## src/rtl/evc_pkg.sv

```systemverilog
package evc_pkg;

  typedef enum logic [1:0] {
    EDGE_FALL = 2'b00,
    EDGE_RISE = 2'b01,
    EDGE_NONE = 2'b10,
    EDGE_BOTH = 2'b11
  } edge_sel_e;

  localparam int unsigned EVC_CNT_W    = 16;
  localparam int unsigned EVC_SYNC_STG = 2;
  localparam int unsigned EVC_FILT_SMP = 2;

endpackage

```

## src/rtl/evc_rst_sync.sv

```systemverilog
module evc_rst_sync #(
  parameter int unsigned STAGES = 2
) (
  input  logic clk,
  input  logic arst_n,
  output logic rst_n_o
);

  logic [STAGES-1:0] chain_q;
  logic [STAGES-1:0] chain_nxt;

  always_comb begin
    chain_nxt = {chain_q[STAGES-2:0], 1'b1};
  end

  always_ff @(posedge clk or negedge arst_n) begin
    if (!arst_n) begin
      chain_q <= '0;
    end else begin
      chain_q <= chain_nxt;
    end
  end

  assign rst_n_o = chain_q[STAGES-1];

endmodule

```

## src/rtl/evc_sync.sv

```systemverilog
module evc_sync #(
  parameter int unsigned STAGES = 2
) (
  input  logic clk,
  input  logic rst_n,
  input  logic din,
  output logic dout
);

  logic [STAGES-1:0] stg_q;
  logic [STAGES-1:0] stg_nxt;

  always_comb begin
    stg_nxt = {stg_q[STAGES-2:0], din};
  end

  always_ff @(posedge clk or negedge rst_n) begin
    if (!rst_n) begin
      stg_q <= '0;
    end else begin
      stg_q <= stg_nxt;
    end
  end

  assign dout = stg_q[STAGES-1];

endmodule

```

## src/rtl/evc_filter.sv

```systemverilog
module evc_filter #(
  parameter int unsigned SAMPLES = 2
) (
  input  logic clk,
  input  logic rst_n,
  input  logic smp_in,
  output logic lvl_out
);

  localparam int unsigned HW = SAMPLES - 1;

  logic [HW-1:0] hist_q;
  logic [HW-1:0] hist_nxt;
  logic          lvl_q;
  logic          lvl_nxt;
  logic          agree_hi;
  logic          agree_lo;
  logic          lvl_en;

  generate
    if (SAMPLES == 2) begin : g_hist1
      always_comb hist_nxt = smp_in;
    end else begin : g_histn
      always_comb hist_nxt = {hist_q[HW-2:0], smp_in};
    end
  endgenerate

  always_comb begin
    agree_hi = &{smp_in, hist_q};
    agree_lo = ~|{smp_in, hist_q};
    lvl_en   = (agree_hi & ~lvl_q) | (agree_lo & lvl_q);
    lvl_nxt  = agree_hi;
  end

  always_ff @(posedge clk or negedge rst_n) begin
    if (!rst_n) begin
      hist_q <= '0;
    end else begin
      hist_q <= hist_nxt;
    end
  end

  always_ff @(posedge clk or negedge rst_n) begin
    if (!rst_n) begin
      lvl_q <= 1'b0;
    end else if (lvl_en) begin
      lvl_q <= lvl_nxt;
    end
  end

  assign lvl_out = lvl_q;

  AST_FILTER_TWO_SAMPLES: assert property (@(posedge clk) disable iff (!rst_n)
    !$stable(lvl_q) |-> (($past(smp_in) == lvl_q) && ($past(hist_q[0]) == lvl_q)));

endmodule

```

## src/rtl/evc_edge.sv

```systemverilog
module evc_edge
  import evc_pkg::*;
(
  input  logic       clk,
  input  logic       rst_n,
  input  logic       lvl,
  input  logic [1:0] mode,
  output logic       evt
);

  logic prev_q;
  logic rise;
  logic fall;

  always_ff @(posedge clk or negedge rst_n) begin
    if (!rst_n) begin
      prev_q <= 1'b0;
    end else begin
      prev_q <= lvl;
    end
  end

  always_comb begin
    rise = lvl & ~prev_q;
    fall = ~lvl & prev_q;
    case (edge_sel_e'(mode))
      EDGE_FALL: evt = fall;
      EDGE_RISE: evt = rise;
      EDGE_BOTH: evt = rise | fall;
      default:   evt = 1'b0;
    endcase
  end

  AST_NONE_NO_EVT: assert property (@(posedge clk) disable iff (!rst_n)
    (mode == EDGE_NONE) |-> !evt);

endmodule

```

## src/rtl/evc_counter.sv

```systemverilog
module evc_counter #(
  parameter int unsigned W = 16
) (
  input  logic         clk,
  input  logic         rst_n,
  input  logic         run,
  input  logic         evt,
  input  logic [W-1:0] cmp,
  output logic [W-1:0] cnt,
  output logic         irq
);

  logic [W-1:0] cnt_q;
  logic [W-1:0] cnt_nxt;
  logic         cnt_en;
  logic         active;
  logic         match;
  logic         irq_q;

  always_comb begin
    active = run && (cmp != '0);
    match  = active && (cnt_q == cmp);
    if (!active) begin
      cnt_nxt = '0;
      cnt_en  = (cnt_q != '0);
    end else if (match) begin
      cnt_nxt = '0;
      cnt_en  = 1'b1;
    end else begin
      cnt_nxt = cnt_q + 1'b1;
      cnt_en  = evt;
    end
  end

  always_ff @(posedge clk or negedge rst_n) begin
    if (!rst_n) begin
      cnt_q <= '0;
    end else if (cnt_en) begin
      cnt_q <= cnt_nxt;
    end
  end

  always_ff @(posedge clk or negedge rst_n) begin
    if (!rst_n) begin
      irq_q <= 1'b0;
    end else begin
      irq_q <= match;
    end
  end

  assign cnt = cnt_q;
  assign irq = irq_q;

  AST_STEP_OR_CLEAR: assert property (@(posedge clk) disable iff (!rst_n)
    (cnt_q != $past(cnt_q)) |-> ((cnt_q == $past(cnt_q) + 1'b1) || (cnt_q == '0)));
  AST_IRQ_ONE_CYCLE: assert property (@(posedge clk) disable iff (!rst_n)
    irq_q |=> !irq_q);
  AST_IRQ_AT_ZERO: assert property (@(posedge clk) disable iff (!rst_n)
    irq_q |-> (cnt_q == '0));
  AST_MATCH_CLEARS: assert property (@(posedge clk) disable iff (!rst_n)
    (run && (cmp != '0) && (cnt_q == cmp)) |=> ((cnt_q == '0) && irq_q));
  AST_ZERO_CMP_IDLE: assert property (@(posedge clk) disable iff (!rst_n)
    (cmp == '0) |=> ((cnt_q == '0) && !irq_q));
  AST_STOP_HOLDS: assert property (@(posedge clk) disable iff (!rst_n)
    !run |=> ((cnt_q == '0) && !irq_q));

endmodule

```

## src/rtl/evc_event_counter.sv

```systemverilog
module evc_event_counter
  import evc_pkg::*;
#(
  parameter int unsigned CNT_W        = EVC_CNT_W,
  parameter int unsigned SYNC_STAGES  = EVC_SYNC_STG,
  parameter int unsigned FILT_SAMPLES = EVC_FILT_SMP
) (
  input  logic             clk,
  input  logic             rst_n,
  input  logic             run,
  input  logic [1:0]       edge_sel,
  input  logic [CNT_W-1:0] cmp,
  input  logic             pin,
  output logic [CNT_W-1:0] count,
  output logic             irq
);

  logic rst_n_s;
  logic pin_s;
  logic pin_f;
  logic evt;

  evc_rst_sync #(.STAGES(2)) u_rst (
    .clk     (clk),
    .arst_n  (rst_n),
    .rst_n_o (rst_n_s)
  );

  evc_sync #(.STAGES(SYNC_STAGES)) u_sync (
    .clk   (clk),
    .rst_n (rst_n_s),
    .din   (pin),
    .dout  (pin_s)
  );

  evc_filter #(.SAMPLES(FILT_SAMPLES)) u_filt (
    .clk     (clk),
    .rst_n   (rst_n_s),
    .smp_in  (pin_s),
    .lvl_out (pin_f)
  );

  evc_edge u_edge (
    .clk   (clk),
    .rst_n (rst_n_s),
    .lvl   (pin_f),
    .mode  (edge_sel),
    .evt   (evt)
  );

  evc_counter #(.W(CNT_W)) u_cnt (
    .clk   (clk),
    .rst_n (rst_n_s),
    .run   (run),
    .evt   (evt),
    .cmp   (cmp),
    .cnt   (count),
    .irq   (irq)
  );

  AST_NONE_NO_COUNT: assert property (@(posedge clk) disable iff (!rst_n_s)
    ((count != $past(count)) && (count != '0)) |-> ($past(edge_sel) != EDGE_NONE));

endmodule

```

## config.mk

```make
export PLATFORM = sky130hd
export DESIGN_NAME = evc_event_counter
export DESIGN_NICKNAME = d
export VERILOG_FILES = /design/src/rtl/evc_pkg.sv /design/src/rtl/evc_rst_sync.sv /design/src/rtl/evc_sync.sv /design/src/rtl/evc_filter.sv /design/src/rtl/evc_edge.sv /design/src/rtl/evc_counter.sv /design/src/rtl/evc_event_counter.sv
export SDC_FILE = /design/constraint.sdc
export NUM_CORES = 1
export LEC_CHECK = 0
export ABC_AREA = 1
export BUFFER_PORTS_ARGS = -buffer_cell sky130_fd_sc_hd__buf_4
export CAP_MARGIN = 0
export CORE_ASPECT_RATIO = 1.75
export CORE_UTILIZATION = 40
export CTS_CLUSTER_SIZE = 16
export DETAILED_ROUTE_END_ITERATION = 10
export GPL_TIMING_DRIVEN = 1
export PLACE_DENSITY = 0.64
export RECOVER_POWER = 50
export SKIP_CTS_REPAIR_TIMING = 1
export SLEW_MARGIN = 0
export SYNTH_ARGS = -nofsm -noshare
export SYNTH_HDL_FRONTEND = slang
export SYNTH_SLANG_ARGS = --single-unit
```

## constraint.sdc

```tcl
create_clock -name clk -period 1.57 [get_ports clk]
set_input_delay 0.157 -clock clk [delete_from_list [all_inputs] [get_ports clk]]
set_output_delay 0.157 -clock clk [all_outputs]
set_load 0.05 [all_outputs]
```

; ---- Word level (Yosys, flattened, before mapping)
; Index checks and enable logic that the tools add are counted.
[word_totals]
ff_bits = 24
in_bits = 22
output_inout_bits = 17
word_cells = 32
[op_classes]
add_sub_neg = 1
n_eq_ne = 3
n_mux = 5
bitwise = 8
reduce_logical = 8
[ops]
columns = cell, n
row1 = 16-bit two-way mux, 2
row2 = 16-bit nonzero test, 2
row3 = 16-bit by 1-bit adder with 16-bit output (second input constant), 1
row4 = 16-bit equality test, 1
row5 = 1-bit AND, 4
row6 = 1-bit case mux with 3 select lines, 1
row7 = 2-bit by 1-bit equality test with 1-bit output (second input constant), 1
row8 = 2-bit equality test (second input constant), 1
row9 = 1-bit logical AND, 2
row10 = 2-bit zero test, 1
row11 = 1-bit two-way mux, 2
row12 = 1-bit NOT, 2
row13 = 1-bit bitwise OR, 2
row14 = 2-bit AND reduction, 1
row15 = 2-bit OR reduction, 1
row16 = 1-bit zero test, 1

; ---- Longest topological paths before layout
[depth]
word_depth = 6
mapped_depth = 13

; ---- Hierarchy
; From an unflattened synthesis, not the netlist that was laid out.
[hier_totals]
hier_cells = 275
area_unflattened_um2 = 1775.5
[by_module_without_submodules]
columns = module, instances, cells_per_inst, area_each_um2, seq_area_each_um2
row1 = evc_counter, 1, 252, 1517.7, 425.4
row2 = evc_edge, 1, 12, 87.6, 25.0
row3 = evc_filter, 1, 6, 66.3, 50.0
row4 = evc_rst_sync, 1, 3, 53.8, 50.0
row5 = evc_sync, 1, 2, 50.0, 50.0

; ---- Least setup slack after synthesis
; OpenSTA, ideal clock, no wires.
[synth_timing]
kind = reg2reg
start = reg u_cnt.cnt_q[0] (netlist: u_cnt.cnt[0])
end = reg u_cnt.cnt_q[10] (netlist: u_cnt.cnt[10])
setup_time_ns = 0.066
arrival_time_ns = 2.006
setup_slack_ns = -0.502
stages_incl_launch_ff = 9
path_buffers = 0
synth_period_minus_slack_ns = 2.072
cell_sequence = dfrtp_1 -> ha_1 -> nand3_1 -> nor2_1 -> nand3_1 -> nor2_1 -> xor2_1 -> or2_2 -> nand2_1
[synth_between]
elab_chain_len = 4
[synth_rtl]
columns = item, line
row1 = from (decl), evc_counter.sv:13  ; logic [W-1:0] cnt_q;
row2 = from (signal assigned), evc_counter.sv:39  ; cnt_q <= cnt_nxt;
row3 = "parallel branches: the longest is 4 deep, another holds 16-bit by 1-bit adder with 16-bit output", --
; Parallel ways; which one is timed is not known.
; A chain may end at the register's enable or synchronous reset.

; ---- Worst setup path in the final report
[layout_timing]
start = reg u_cnt.cnt_q[0] (netlist: u_cnt.cnt[0])
end = reg u_cnt.cnt_q[11] (netlist: u_cnt.cnt[11])
; The elaborated chain is that of the path after synthesis.

==> results.md <==
* Post-synthesis compound-gate area fraction at 2.32%
* Crit path to: u_cnt.cnt[11]$_DFFE_PN0P_
* TritonCTS Buffers at 3
* Commonest non-fill, non-tap cell in the layout: nand2_1
* Net Count, Synth at 285
* Setup Viol. Count Final at 2
* Initial antenna violation count at 0
* DIE WIDTH at 50.8 um
* Final Power at 1.75 mW
* Tightest Pin Transition at 0.553 ns
* Number of clock sinks at 24
* Fin cells at 382
* Vias at 1816
* Headroom to the max-slew limit at 63.2%
* Vias in the first global route at 1621
* CP Data Required Time at 1.77 ns
* Clock Latency Late Sink at 0.26 ns
* Layout Nets at 361
* Worst R2R Path Depth at 11
* IO buf count at 38
* Syn avg cell area at 6.44 um2
* Post-Synth XOR/XNOR Area at 4.72%
* Area Growth Syn to Fin at 48.8%
* Initial core utilization at 42.3%
* Area of the core at 3940 um2
* IO Count at 39
* Crit path DAT at 1.77 ns
* Largest net degree at the start of global routing at 23
* Fraction of the cycle the final worst path needs at 100%
* Hold Violations, Final at 0
* Status: finished with violations
* #FFs+latches synth at 24
* Post-synth EDFFs at 0
* Setup TNS at -0.00678 ns
* Hold Slack at 0.198 ns
* Worst setup SP type: flop
* Simple-Gate Fraction of Synth Area at 42.5%
* Worst Hold Class: in2async
* Post-route cell area at 2480 um2
* Slew Viols, Final at 0
* DR iter-0 viols at 38
* Drt wl/cell at 12.4 um
* Fmax achieved at 0.634 GHz
* Largest family of logic cells by synthesized area: simple AND/OR/NAND/NOR gates
* HPWL after detailed placement at 3620 um
* Mux contribution to synthesized area at 0%
* Lkg Pwr at 1.32 nW
* Clk buf depth at 2
* Post-Place Cells at 368
* Critical path class: reg2reg
* Mapped Cells at 259
* Final core occ at 63.0%
* Worst Setup SP: u_cnt.cnt[0]$_DFFE_PN0P_
* Asr flop ratio synth at 100%
* Commonest non-fill, non-tap cells in the layout: nand2_1, buf_4, inv_1
* Rows at 30
* Dominant synthesized flop cell: dfrtp_1
* DRC at 0
* Seq/Total Area, Yosys at 36.0%
* PD cells at 704 nW/um2
* CTS H-tree depth at 1
* Adder-cell share of the synthesized area at 3.60%
* Chip height at 87.5 um
* Area of the mapped netlist at 1670 um2
* CTS Root Cell: clkbuf_8
* First-pass GRT wire length at 7220 um
* CP max FO at 5
* DRT antenna net count at 0
* Die ar. at 4450 um2
* Unrepaired setup endpoints after global routing: true
* Final wirelength at 4740 um
* Worst reg-to-reg setup slack at -0.006 ns
* Post-layout min period at 1.58 ns
* Final worst-path setup slack at -0.00646 ns
* Max VDD drop at 0.000582 V
* Initial DRT Pass Iterations at 6
* Setup crit end kind: flop
* Synth warnings at 0
* ANT cells at 0
* Crit Reg-Reg Startpoint: u_cnt.cnt[0]$_DFFE_PN0P_
* Clk slew on worst S/H paths at 0.09 ns
* Clk_skew at 0.00323 ns
* Reg-to-reg endpoint: u_cnt.cnt[11]$_DFFE_PN0P_
* Layout cells sized above 1 at 38.9%
* Failing checks: setup timing
* Overflow after GRT at 0
* Setup slack at placement at -0.0836 ns
* RePlAce Congestion at 0.879
* Max-cap viol count at 0
* Placed Area at 2270 um2
* Overall Global Routing Usage at 22.2%
* CTS tree: done
* Vias per cell at 4.75
* Synth cell types at 25
[worst max-delay path, stage by stage (launching register included)]
cell and delay [ns]:
dfrtp_4 0.52, inv_2 0.09, nand2_2 0.04, nand2_1 0.05, nor2_1 0.05, nand2_1 0.07, nor2_2 0.04, nand2_2 0.12
nand3_2 0.10, buf_4 0.15, or2_1 0.20, nand2_1 0.08
[synthesized netlist by cell type, types with 2 or more instances]
cell type | number | share of area [%]
a21oi_1 | 2 | 0.60
dfrtp_1 | 24 | 36
ha_1 | 4 | 3.0
inv_1 | 40 | 9.0
nand2_1 | 103 | 23
nand2_2 | 2 | 0.75
nand3_1 | 15 | 4.5
nand4_1 | 9 | 3.4
nor2_1 | 29 | 6.5
nor3_1 | 6 | 1.8
o21ai_0 | 3 | 0.90
xor2_1 | 9 | 4.7
[power breakdown]
part           leakage [nW]  internal, mW  switching, mW  total [mW]
logic                 0.989         0.203          0.320       0.523
registers             0.291         0.653         0.0375       0.690
clock network        0.0357         0.340          0.195       0.535
total                  1.32          1.20          0.552        1.75
[state kept, by name (all words and copies together), names as in the netlist]
signal / flops
u_sync.stg_q: 2
u_cnt.cnt: 16
u_cnt.irq: 1
u_edge.prev_q: 1
u_filt.hist_q: 1
u_filt.lvl_out: 1
u_rst.chain_q: 2
[cell type report]
| type | instances | area (um2) |
|---|---|---|
| clock buffers | 3 | 41.3 |
| flip-flops and latches | 24 | 623 |
| inverters | 41 | 156 |
| clock inverters | 1 | 30.0 |
| multi-input cells | 192 | 1020 |
| repair buffers | 73 | 551 |
| well taps | 48 | 60.1 |
| fillers | 391 | 1460 |
[how the worst min path moves through the flow]
stage | start | endpoint | slack (ns) | cells after the start
finish | rst_n | u_rst.chain_q[1]$_DFF_PN0_ | 0.20 | 2
global route | rst_n | u_rst.chain_q[0]$_DFF_PN0_ | 0.21 | 2
CTS | rst_n | u_rst.chain_q[0]$_DFF_PN0_ | -0.35 | 1
detailed placement | rst_n | u_rst.chain_q[0]$_DFF_PN0_ | -0.06 | 1
global placement | rst_n | u_rst.chain_q[0]$_DFF_PN0_ | -0.06 | 1
floorplan | rst_n | u_rst.chain_q[0]$_DFF_PN0_ | -0.14 | 0
[metal layers]
layer / global-route usage, % / wire length [um]
met1: 24.5 / 1850
met2: 41.8 / 2580
met3: 2.44 / 174
met4: 8.59 / 130
met5: 0 / 0
[logic make-up after synthesis]
logic type | Yosys count
compound gates | 7
xor+xnor | 9
fa+ha+maj | 5
buf+inv | 44
flops | 24
other cells | 1
simple gates | 169
Note: power is estimated with default switching activity, not from simulation.
